--- config.mk ---
export PLATFORM = sky130hd
export DESIGN_NAME = ir_mode_cfg_regs
export DESIGN_NICKNAME = d
export VERILOG_FILES = /design/src/rtl/ir_mcfg_pkg.sv /design/src/rtl/ir_mcfg_store.sv /design/src/rtl/ir_mcfg_commit.sv /design/src/rtl/ir_mcfg_status.sv /design/src/rtl/ir_mode_cfg_regs.sv
export SDC_FILE = /design/constraint.sdc
export NUM_CORES = 1
export LEC_CHECK = 0
export BUFFER_PORTS_ARGS = -buffer_cell sky130_fd_sc_hd__buf_4
export CAP_MARGIN = 25
export CORE_ASPECT_RATIO = 1.4
export CORE_MARGIN = 8
export CORE_UTILIZATION = 40
export CTS_CLUSTER_SIZE = 28
export DETAILED_ROUTE_END_ITERATION = 7
export GPL_TIMING_DRIVEN = 1
export PLACE_DENSITY = 0.71
export SLEW_MARGIN = 10
export SYNTH_ARGS = -nofsm -noshare
export SYNTH_HDL_FRONTEND = slang
export SYNTH_HIERARCHICAL = 1
export SYNTH_SLANG_ARGS = --single-unit
--- constraint.sdc ---
create_clock -name clk -period 1.45 [get_ports clk]
set_input_delay 0.2175 -clock clk [delete_from_list [all_inputs] [get_ports clk]]
set_output_delay 0.2175 -clock clk [all_outputs]
set_load 0.005 [all_outputs]
--- src/rtl/ir_mcfg_pkg.sv ---
package ir_mcfg_pkg;

   // register addresses
   localparam int ADR_CFG  = 0;
   localparam int ADR_NPHY = 1;
   localparam int ADR_CPHY = 2;
   localparam int ADR_STAT = 3;

   // configuration word bit positions
   localparam int CB_RXINV  = 0;
   localparam int CB_TXINV  = 1;
   localparam int CB_FTEST  = 2;
   localparam int CB_FILT   = 3;
   localparam int CB_SIR    = 4;
   localparam int CB_MIR    = 5;
   localparam int CB_FIR    = 6;
   localparam int CB_CRC16  = 7;
   localparam int CB_RXANY  = 9;
   localparam int CB_MASTER = 10;
   localparam int CB_RXEN   = 11;
   localparam int CB_TXEN   = 12;
   localparam int CB_LOOP   = 14;

   // enable/status word bit positions
   localparam int SB_CRC16 = 8;
   localparam int SB_RX    = 9;
   localparam int SB_TX    = 10;
   localparam int SB_SIR   = 11;
   localparam int SB_MIR   = 12;
   localparam int SB_FIR   = 13;
   localparam int SB_ERR   = 14;
   localparam int SB_EN    = 15;

   typedef struct packed {
      logic crc16;
      logic fir;
      logic mir;
      logic sir;
   } mode_sel_t;

endpackage

--- src/rtl/ir_mcfg_store.sv ---
module ir_mcfg_store #(
   parameter int          DATA_W    = 16,
   parameter logic [15:0] CFG_WMASK = 16'h5EFF
) (
   input  logic              clk,
   input  logic              rst_n,
   input  logic              wr_cfg,
   input  logic              wr_nphy,
   input  logic [DATA_W-1:0] wdata,
   output logic [DATA_W-1:0] cfg_q,
   output logic [DATA_W-1:0] nphy_q
);
   localparam logic [DATA_W-1:0] WMASK = DATA_W'(CFG_WMASK);

   always_ff @(posedge clk or negedge rst_n) begin
      if (!rst_n) begin
         cfg_q  <= '0;
         nphy_q <= '0;
      end else begin
         if (wr_cfg)  cfg_q  <= wdata & WMASK;
         if (wr_nphy) nphy_q <= wdata;
      end
   end

   // bits outside the stored mask never become set
   a_r2_reserved_zero: assert property (@(posedge clk) disable iff (!rst_n)
      (cfg_q & ~WMASK) == '0);

endmodule

--- src/rtl/ir_mcfg_commit.sv ---
module ir_mcfg_commit
   import ir_mcfg_pkg::*;
#(
   parameter int DATA_W = 16
) (
   input  logic              clk,
   input  logic              rst_n,
   input  logic              en_wr,
   input  logic              en_wbit,
   input  mode_sel_t         mode_next,
   input  logic [DATA_W-1:0] nphy_q,
   output logic              en_q,
   output logic [DATA_W-1:0] cphy_q,
   output mode_sel_t         mode_q,
   output logic              err_q
);
   logic       en_rise;
   logic [1:0] mode_cnt;

   assign en_rise  = en_wr & en_wbit & ~en_q;
   assign mode_cnt = 2'(mode_next.sir) + 2'(mode_next.mir) + 2'(mode_next.fir);

   always_ff @(posedge clk or negedge rst_n) begin
      if (!rst_n) begin
         en_q   <= 1'b0;
         cphy_q <= '0;
         mode_q <= '0;
         err_q  <= 1'b0;
      end else begin
         if (en_wr) en_q <= en_wbit;
         if (en_rise) begin
            cphy_q <= nphy_q;
            mode_q <= mode_next;
            err_q  <= (mode_cnt != 2'd1);
         end
      end
   end

   // at the enable edge the applied word equals the pending word
   a_r4_commit_copy: assert property (@(posedge clk) disable iff (!rst_n)
      $rose(en_q) |-> cphy_q == $past(nphy_q));

   // while enable stays high the applied word does not move
   a_r3_hold_enabled: assert property (@(posedge clk) disable iff (!rst_n)
      (en_q && $past(en_q)) |-> $stable(cphy_q));

   // disabling keeps the applied values
   a_r4_hold_on_fall: assert property (@(posedge clk) disable iff (!rst_n)
      $fell(en_q) |-> ($stable(cphy_q) && $stable(mode_q)));

   // error only changes at a commit
   a_r9_err_hold: assert property (@(posedge clk) disable iff (!rst_n)
      !$rose(en_q) |-> $stable(err_q));

endmodule

--- src/rtl/ir_mcfg_status.sv ---
module ir_mcfg_status
   import ir_mcfg_pkg::*;
#(
   parameter int DATA_W = 16
) (
   input  logic              clk,
   input  logic              rst_n,
   input  logic              en_q,
   input  logic              err_q,
   input  mode_sel_t         mode_q,
   input  logic              live_tx,
   input  logic              live_rx,
   input  logic              live_loop,
   output logic              sir_on,
   output logic              mir_on,
   output logic              fir_on,
   output logic              crc16_on,
   output logic              tx_st,
   output logic              rx_st,
   output logic [DATA_W-1:0] stat_word
);
   logic mode_ok;

   assign mode_ok  = en_q & ~err_q;
   assign sir_on   = mode_ok & mode_q.sir;
   assign mir_on   = mode_ok & mode_q.mir;
   assign fir_on   = mode_ok & mode_q.fir;
   assign crc16_on = en_q & mode_q.crc16;
   assign tx_st    = live_tx;
   assign rx_st    = live_rx & (~live_tx | live_loop);

   always_comb begin
      stat_word           = '0;
      stat_word[SB_EN]    = en_q;
      stat_word[SB_ERR]   = err_q;
      stat_word[SB_FIR]   = fir_on;
      stat_word[SB_MIR]   = mir_on;
      stat_word[SB_SIR]   = sir_on;
      stat_word[SB_TX]    = tx_st;
      stat_word[SB_RX]    = rx_st;
      stat_word[SB_CRC16] = crc16_on;
   end

   // receive never reported while transmitting without loopback
   a_r8_rx_interlock: assert property (@(posedge clk) disable iff (!rst_n)
      rx_st |-> (!live_tx || live_loop));

   // error suppresses every mode-on bit
   a_r9_err_no_mode: assert property (@(posedge clk) disable iff (!rst_n)
      err_q |-> !(sir_on || mir_on || fir_on));

   // at most one mode on at a time
   a_r9_mode_onehot: assert property (@(posedge clk) disable iff (!rst_n)
      $onehot0({sir_on, mir_on, fir_on}));

   // modes only while enabled
   a_r10_needs_en: assert property (@(posedge clk) disable iff (!rst_n)
      (sir_on || mir_on || fir_on || crc16_on) |-> en_q);

endmodule

--- src/rtl/ir_mode_cfg_regs.sv ---
module ir_mode_cfg_regs
   import ir_mcfg_pkg::*;
#(
   parameter int          DATA_W     = 16,
   parameter int          ADDR_W     = 2,
   parameter int          BAUD_W     = 6,
   parameter int          WIDTH_W    = 5,
   parameter int          PRE_W      = 5,
   parameter logic [15:0] CFG_WMASK  = 16'h5EFF,
   parameter logic [15:0] STAT_RMASK = 16'hFF00,
   parameter bit          READ_REG   = 1'b0
) (
   input  logic               clk,
   input  logic               rst_n,
   input  logic [ADDR_W-1:0]  reg_addr,
   input  logic               reg_we,
   input  logic [DATA_W-1:0]  reg_wdata,
   output logic [DATA_W-1:0]  reg_rdata,
   output logic               phy_en,
   output logic               mode_sir,
   output logic               mode_mir,
   output logic               mode_fir,
   output logic               crc16_sel,
   output logic               cfg_err,
   output logic               tx_en,
   output logic               rx_en,
   output logic               loop_en,
   output logic               master_en,
   output logic               rx_any,
   output logic               sir_filt,
   output logic               sir_filt_test,
   output logic               tx_invert,
   output logic               rx_invert,
   output logic [BAUD_W-1:0]  cur_baud,
   output logic [WIDTH_W-1:0] cur_width,
   output logic [PRE_W-1:0]   cur_preamble
);
   localparam logic [ADDR_W-1:0] A_CFG  = ADDR_W'(ADR_CFG);
   localparam logic [ADDR_W-1:0] A_NPHY = ADDR_W'(ADR_NPHY);
   localparam logic [ADDR_W-1:0] A_CPHY = ADDR_W'(ADR_CPHY);
   localparam logic [ADDR_W-1:0] A_STAT = ADDR_W'(ADR_STAT);
   localparam int                W_LSB  = PRE_W;
   localparam int                B_LSB  = PRE_W + WIDTH_W;
   localparam logic [DATA_W-1:0] RMASK  = DATA_W'(STAT_RMASK);

   generate
      if (DATA_W != 16) begin : g_bad_data
         $error("DATA_W must be 16 for this bit map");
      end
      if (BAUD_W + WIDTH_W + PRE_W != DATA_W) begin : g_bad_split
         $error("physical word fields must fill DATA_W");
      end
      if (ADDR_W < 2) begin : g_bad_addr
         $error("ADDR_W must reach four registers");
      end
   endgenerate

   logic              wr_cfg, wr_nphy, wr_stat;
   logic [DATA_W-1:0] cfg_q, nphy_q, cphy_q, stat_word, rd_mux;
   logic              en_q, err_q;
   mode_sel_t         mode_next, mode_q;
   logic              sir_on, mir_on, fir_on, crc16_on, tx_st, rx_st;

   assign wr_cfg  = reg_we && (reg_addr == A_CFG);
   assign wr_nphy = reg_we && (reg_addr == A_NPHY);
   assign wr_stat = reg_we && (reg_addr == A_STAT);

   ir_mcfg_store #(.DATA_W(DATA_W), .CFG_WMASK(CFG_WMASK)) store_i (
      .clk    (clk),
      .rst_n  (rst_n),
      .wr_cfg (wr_cfg),
      .wr_nphy(wr_nphy),
      .wdata  (reg_wdata),
      .cfg_q  (cfg_q),
      .nphy_q (nphy_q)
   );

   assign mode_next.crc16 = cfg_q[CB_CRC16];
   assign mode_next.fir   = cfg_q[CB_FIR];
   assign mode_next.mir   = cfg_q[CB_MIR];
   assign mode_next.sir   = cfg_q[CB_SIR];

   ir_mcfg_commit #(.DATA_W(DATA_W)) commit_i (
      .clk      (clk),
      .rst_n    (rst_n),
      .en_wr    (wr_stat),
      .en_wbit  (reg_wdata[SB_EN]),
      .mode_next(mode_next),
      .nphy_q   (nphy_q),
      .en_q     (en_q),
      .cphy_q   (cphy_q),
      .mode_q   (mode_q),
      .err_q    (err_q)
   );

   ir_mcfg_status #(.DATA_W(DATA_W)) status_i (
      .clk      (clk),
      .rst_n    (rst_n),
      .en_q     (en_q),
      .err_q    (err_q),
      .mode_q   (mode_q),
      .live_tx  (cfg_q[CB_TXEN]),
      .live_rx  (cfg_q[CB_RXEN]),
      .live_loop(cfg_q[CB_LOOP]),
      .sir_on   (sir_on),
      .mir_on   (mir_on),
      .fir_on   (fir_on),
      .crc16_on (crc16_on),
      .tx_st    (tx_st),
      .rx_st    (rx_st),
      .stat_word(stat_word)
   );

   always_comb begin
      unique case (reg_addr)
         A_CFG:   rd_mux = cfg_q;
         A_NPHY:  rd_mux = nphy_q;
         A_CPHY:  rd_mux = cphy_q;
         A_STAT:  rd_mux = stat_word & RMASK;
         default: rd_mux = '0;
      endcase
   end

   generate
      if (READ_REG) begin : g_rd_reg
         always_ff @(posedge clk or negedge rst_n) begin
            if (!rst_n) reg_rdata <= '0;
            else        reg_rdata <= rd_mux;
         end
      end else begin : g_rd_comb
         assign reg_rdata = rd_mux;
         // the low byte of the status word always reads zero
         a_r6_stat_low_zero: assert property (@(posedge clk) disable iff (!rst_n)
            (reg_addr == A_STAT) |-> (reg_rdata[7:0] == 8'h00));
      end
   endgenerate

   assign phy_en        = en_q;
   assign mode_sir      = sir_on;
   assign mode_mir      = mir_on;
   assign mode_fir      = fir_on;
   assign crc16_sel     = crc16_on;
   assign cfg_err       = err_q;
   assign tx_en         = tx_st;
   assign rx_en         = rx_st;
   assign loop_en       = cfg_q[CB_LOOP];
   assign master_en     = cfg_q[CB_MASTER];
   assign rx_any        = cfg_q[CB_RXANY];
   assign sir_filt      = cfg_q[CB_FILT];
   assign sir_filt_test = cfg_q[CB_FTEST];
   assign tx_invert     = cfg_q[CB_TXINV];
   assign rx_invert     = cfg_q[CB_RXINV];
   assign cur_baud      = cphy_q[B_LSB +: BAUD_W];
   assign cur_width     = cphy_q[W_LSB +: WIDTH_W];
   assign cur_preamble  = cphy_q[0 +: PRE_W];

   // a write to the read-only address leaves the applied word alone
   a_r5_cphy_ro: assert property (@(posedge clk) disable iff (!rst_n)
      (reg_we && reg_addr == A_CPHY && en_q) |=> $stable(cphy_q));

endmodule

==> summary.txt <==
Critical path
  – Crit path max fanout: 3
  – Critical path cell sequence: nor2b_4 -> and2_4 -> mux4_2 -> buf_6
  – Worst path max stage delay: 0.48 ns
  – CP Data Arrival Time: 1.58 ns
  – CP Buf/Inv Count: 1
  – Startpoint types: flip-flop
  – CP top delay family: multiplexers
  – CP max-delay cell: mux4_2
  – Critical path class: reg2out
  – Critical path required time: 1.23 ns
  – CP Capture Type: primary output

Final layout
  – N_diodes: 0
  – Fill count: 572
  – P&R area growth vs syn: 32.33%
  – Fin cells: 322
  – Final nets: 269
  – Layout cells sized above 1: 0.6734

Die
  – Die width: 84.55 um
  – Initial Util: 0.4060
  – Row count: 35
  – IO Count: 68
  – Core ar.: 0.006481 mm^2
  – Chip height: 112.0 um
  – Die area: 0.009466 mm^2

Clocking
  – CTS tree: built
  – Reg clk slew, reported paths: 0.09 ns
  – Clk_lat worst skew: 0.30 ns
  – Htree depth: 2
  – Cts bufs inserted: 5
  – # clock sinks: 51
  – CTS root buffer: clkbuf_8
  – CTS Buffer Depth: 2

Global routing
  – First-pass GRT wire length: 9.494 mm
  – Vias in the first global route: 1791
  – Total congestion overflow: 0
  – Most heavily used metal layer in global routing: met2
  – Grt met2 use: 0.2261
  – Largest net degree at the start of global routing: 52
  – Total GRT Usage: 0.1275
  – Initial antenna violation count: 0
  – Grt met3 use: 0.03316
  – Global routing usage on met1: 0.1429

Timing
  – Final Hold Viols: 0
  – Rel. slew slack: 0.5646
  – Slew Viols, Final: 0
  – Clock skew: 0.008367 ns
  – Fmax: 0.5561 GHz
  – Final setup fails: 8
  – Unrepaired setup endpoints after global routing: true
  – Final Worst Setup Slack: -0.3484 ns
  – Minimum clock period: 1.798 ns
  – Slew @ Worst Pin: 0.6531 ns
  – Fin crit share: 1.240

Run
  – Max Cap Violations: 0

Route
  – Remaining routing DRC violations: 0
  – Vias per cell: 4.891
  – Vias: 1575
  – Initial DRC Count: 58
  – Antenna Violating Nets Remaining: 0
  – WL/cell: 18.45 um
  – Final wirelength: 5.940 mm
  – 1st-pass router iterations: 4

Placed design
  – Port Buffers: 67
  – Dpl cells: 309
  – Final GP Congestion: 0.7502
  – DP Wirelength: 4.409 mm

Power
  – Leakage: 0.001727 uW
  – Pwr dens: 1430 mW/mm^2
  – Worst ir drop on vdd: 0.8074 mV
  – Pwr Total: 4981 uW

Logic synthesis
  – Synth warn: 6
  – Post-Syn Instances: 166
  – Area of the mapped netlist: 0.002631 mm^2
  – Syn_area_per_cell: 15.85 um^2

Outcome
  – Failing checks: negative setup slack
  – Outcome: finished with violations

Hold path
  – Type of the tightest min-delay check: in2reg
==> cell usage in the layout (no fill, tap or decap) <==
master	instances
mux2i_1	8
nor3b_2	1
mux2_2	20
conb_1	3
bufinv_16	2
inv_1	3
mux4_2	8
buf_4	80
dfrtp_1	51
clkbuf_8	5
nor2b_1	1
nor2b_4	1
o2bb2ai_1	8
and3_1	1
mux2_4	31
nand3b_4	1
dlygate4sd3_1	1
buf_6	9
inv_2	1
nand2b_4	1
buf_12	4
and2_1	1
fa_1	1
and3b_1	1
a21boi_1	1
and2_4	3
clkbuf_1	1
==> per-stage QoR <==
step | util | hold slack (ns) | setup WS, ns | TNS (ns) | area (um^2)
after floorplan | - | -0.07809 | -0.01361 | -0.2453 | 2663
after global placement | 0.5042 | 0.2856 | -0.02860 | -0.02860 | 3268
after detailed placement | 0.5042 | 0.2864 | -0.03222 | -0.03373 | 3268
after CTS | 0.5320 | 0.1400 | -0.3657 | -2.192 | 3448
after global routing | 0.5373 | 0.1356 | -0.3980 | -2.569 | 3482
final | 0.5373 | 0.1464 | -0.3484 | -2.054 | 3482
==> final cells by class <==
class | instances | area [um^2] | share of cell area
Clock buffer | 6 | 72.57 | 0.02084
Clock inverter | 2 | 60.06 | 0.01725
Inverter | 4 | 15.01 | 0.004312
Multi-Input combinational cell | 91 | 1174 | 0.3370
Sequential cell | 51 | 1276 | 0.3665
Tap cell | 74 | 92.59 | 0.02659
Timing Repair Buffer | 94 | 792.0 | 0.2275
==> routing by layer <==
metal  vias up  routed length [um]  share of wire
li1        745                   -              -
met1       787                2331           0.39
met2        39                3260           0.55
met3         4                 270          0.045
met4         0                  77          0.013
met5         -                   0              0
==> registers in the layout, indices dropped and copies added (netlist names) <==
signal and count:
commit_i/cphy_q 16, store_i/nphy_q 16, store_i/cfg_q 13, commit_i/mode_q 4, commit_i/en_q 1, commit_i/err_q 1
==> repair_timing <==
action	in CTS	in global routing
setup buffers	3	3
endpoints found under the setup margin	9	13
pin swaps	0	2
endpoints found under the hold margin	51	0
resized for setup	5	9
gates cloned	0	0
hold buffers	1	0
==> worst paths after layout <==
kind	start	endpoint	slack, ns	depth (start not counted)
worst max-delay path	commit_i/en_q	reg_rdata[13]	-0.35	4
worst min-delay path	reg_wdata[8]	store_i/nphy_q[8]	0.15	2
worst max register to register	store_i/cfg_q[6]	commit_i/err_q	0.05	4
worst min register to register	commit_i/mode_q[1]	commit_i/mode_q[1]	0.53	1
max in group asynchronous	rst_n	store_i/nphy_q[1]	0.53	2
min in group asynchronous	rst_n	store_i/cfg_q[9]	0.48	2
==> report_power, final <==
part	switching [uW]	total, uW	internal (uW)
clock network	461	1150	690
registers	293	2080	1780
logic	535	1750	1220
Power figures use the tool's default switching activity.
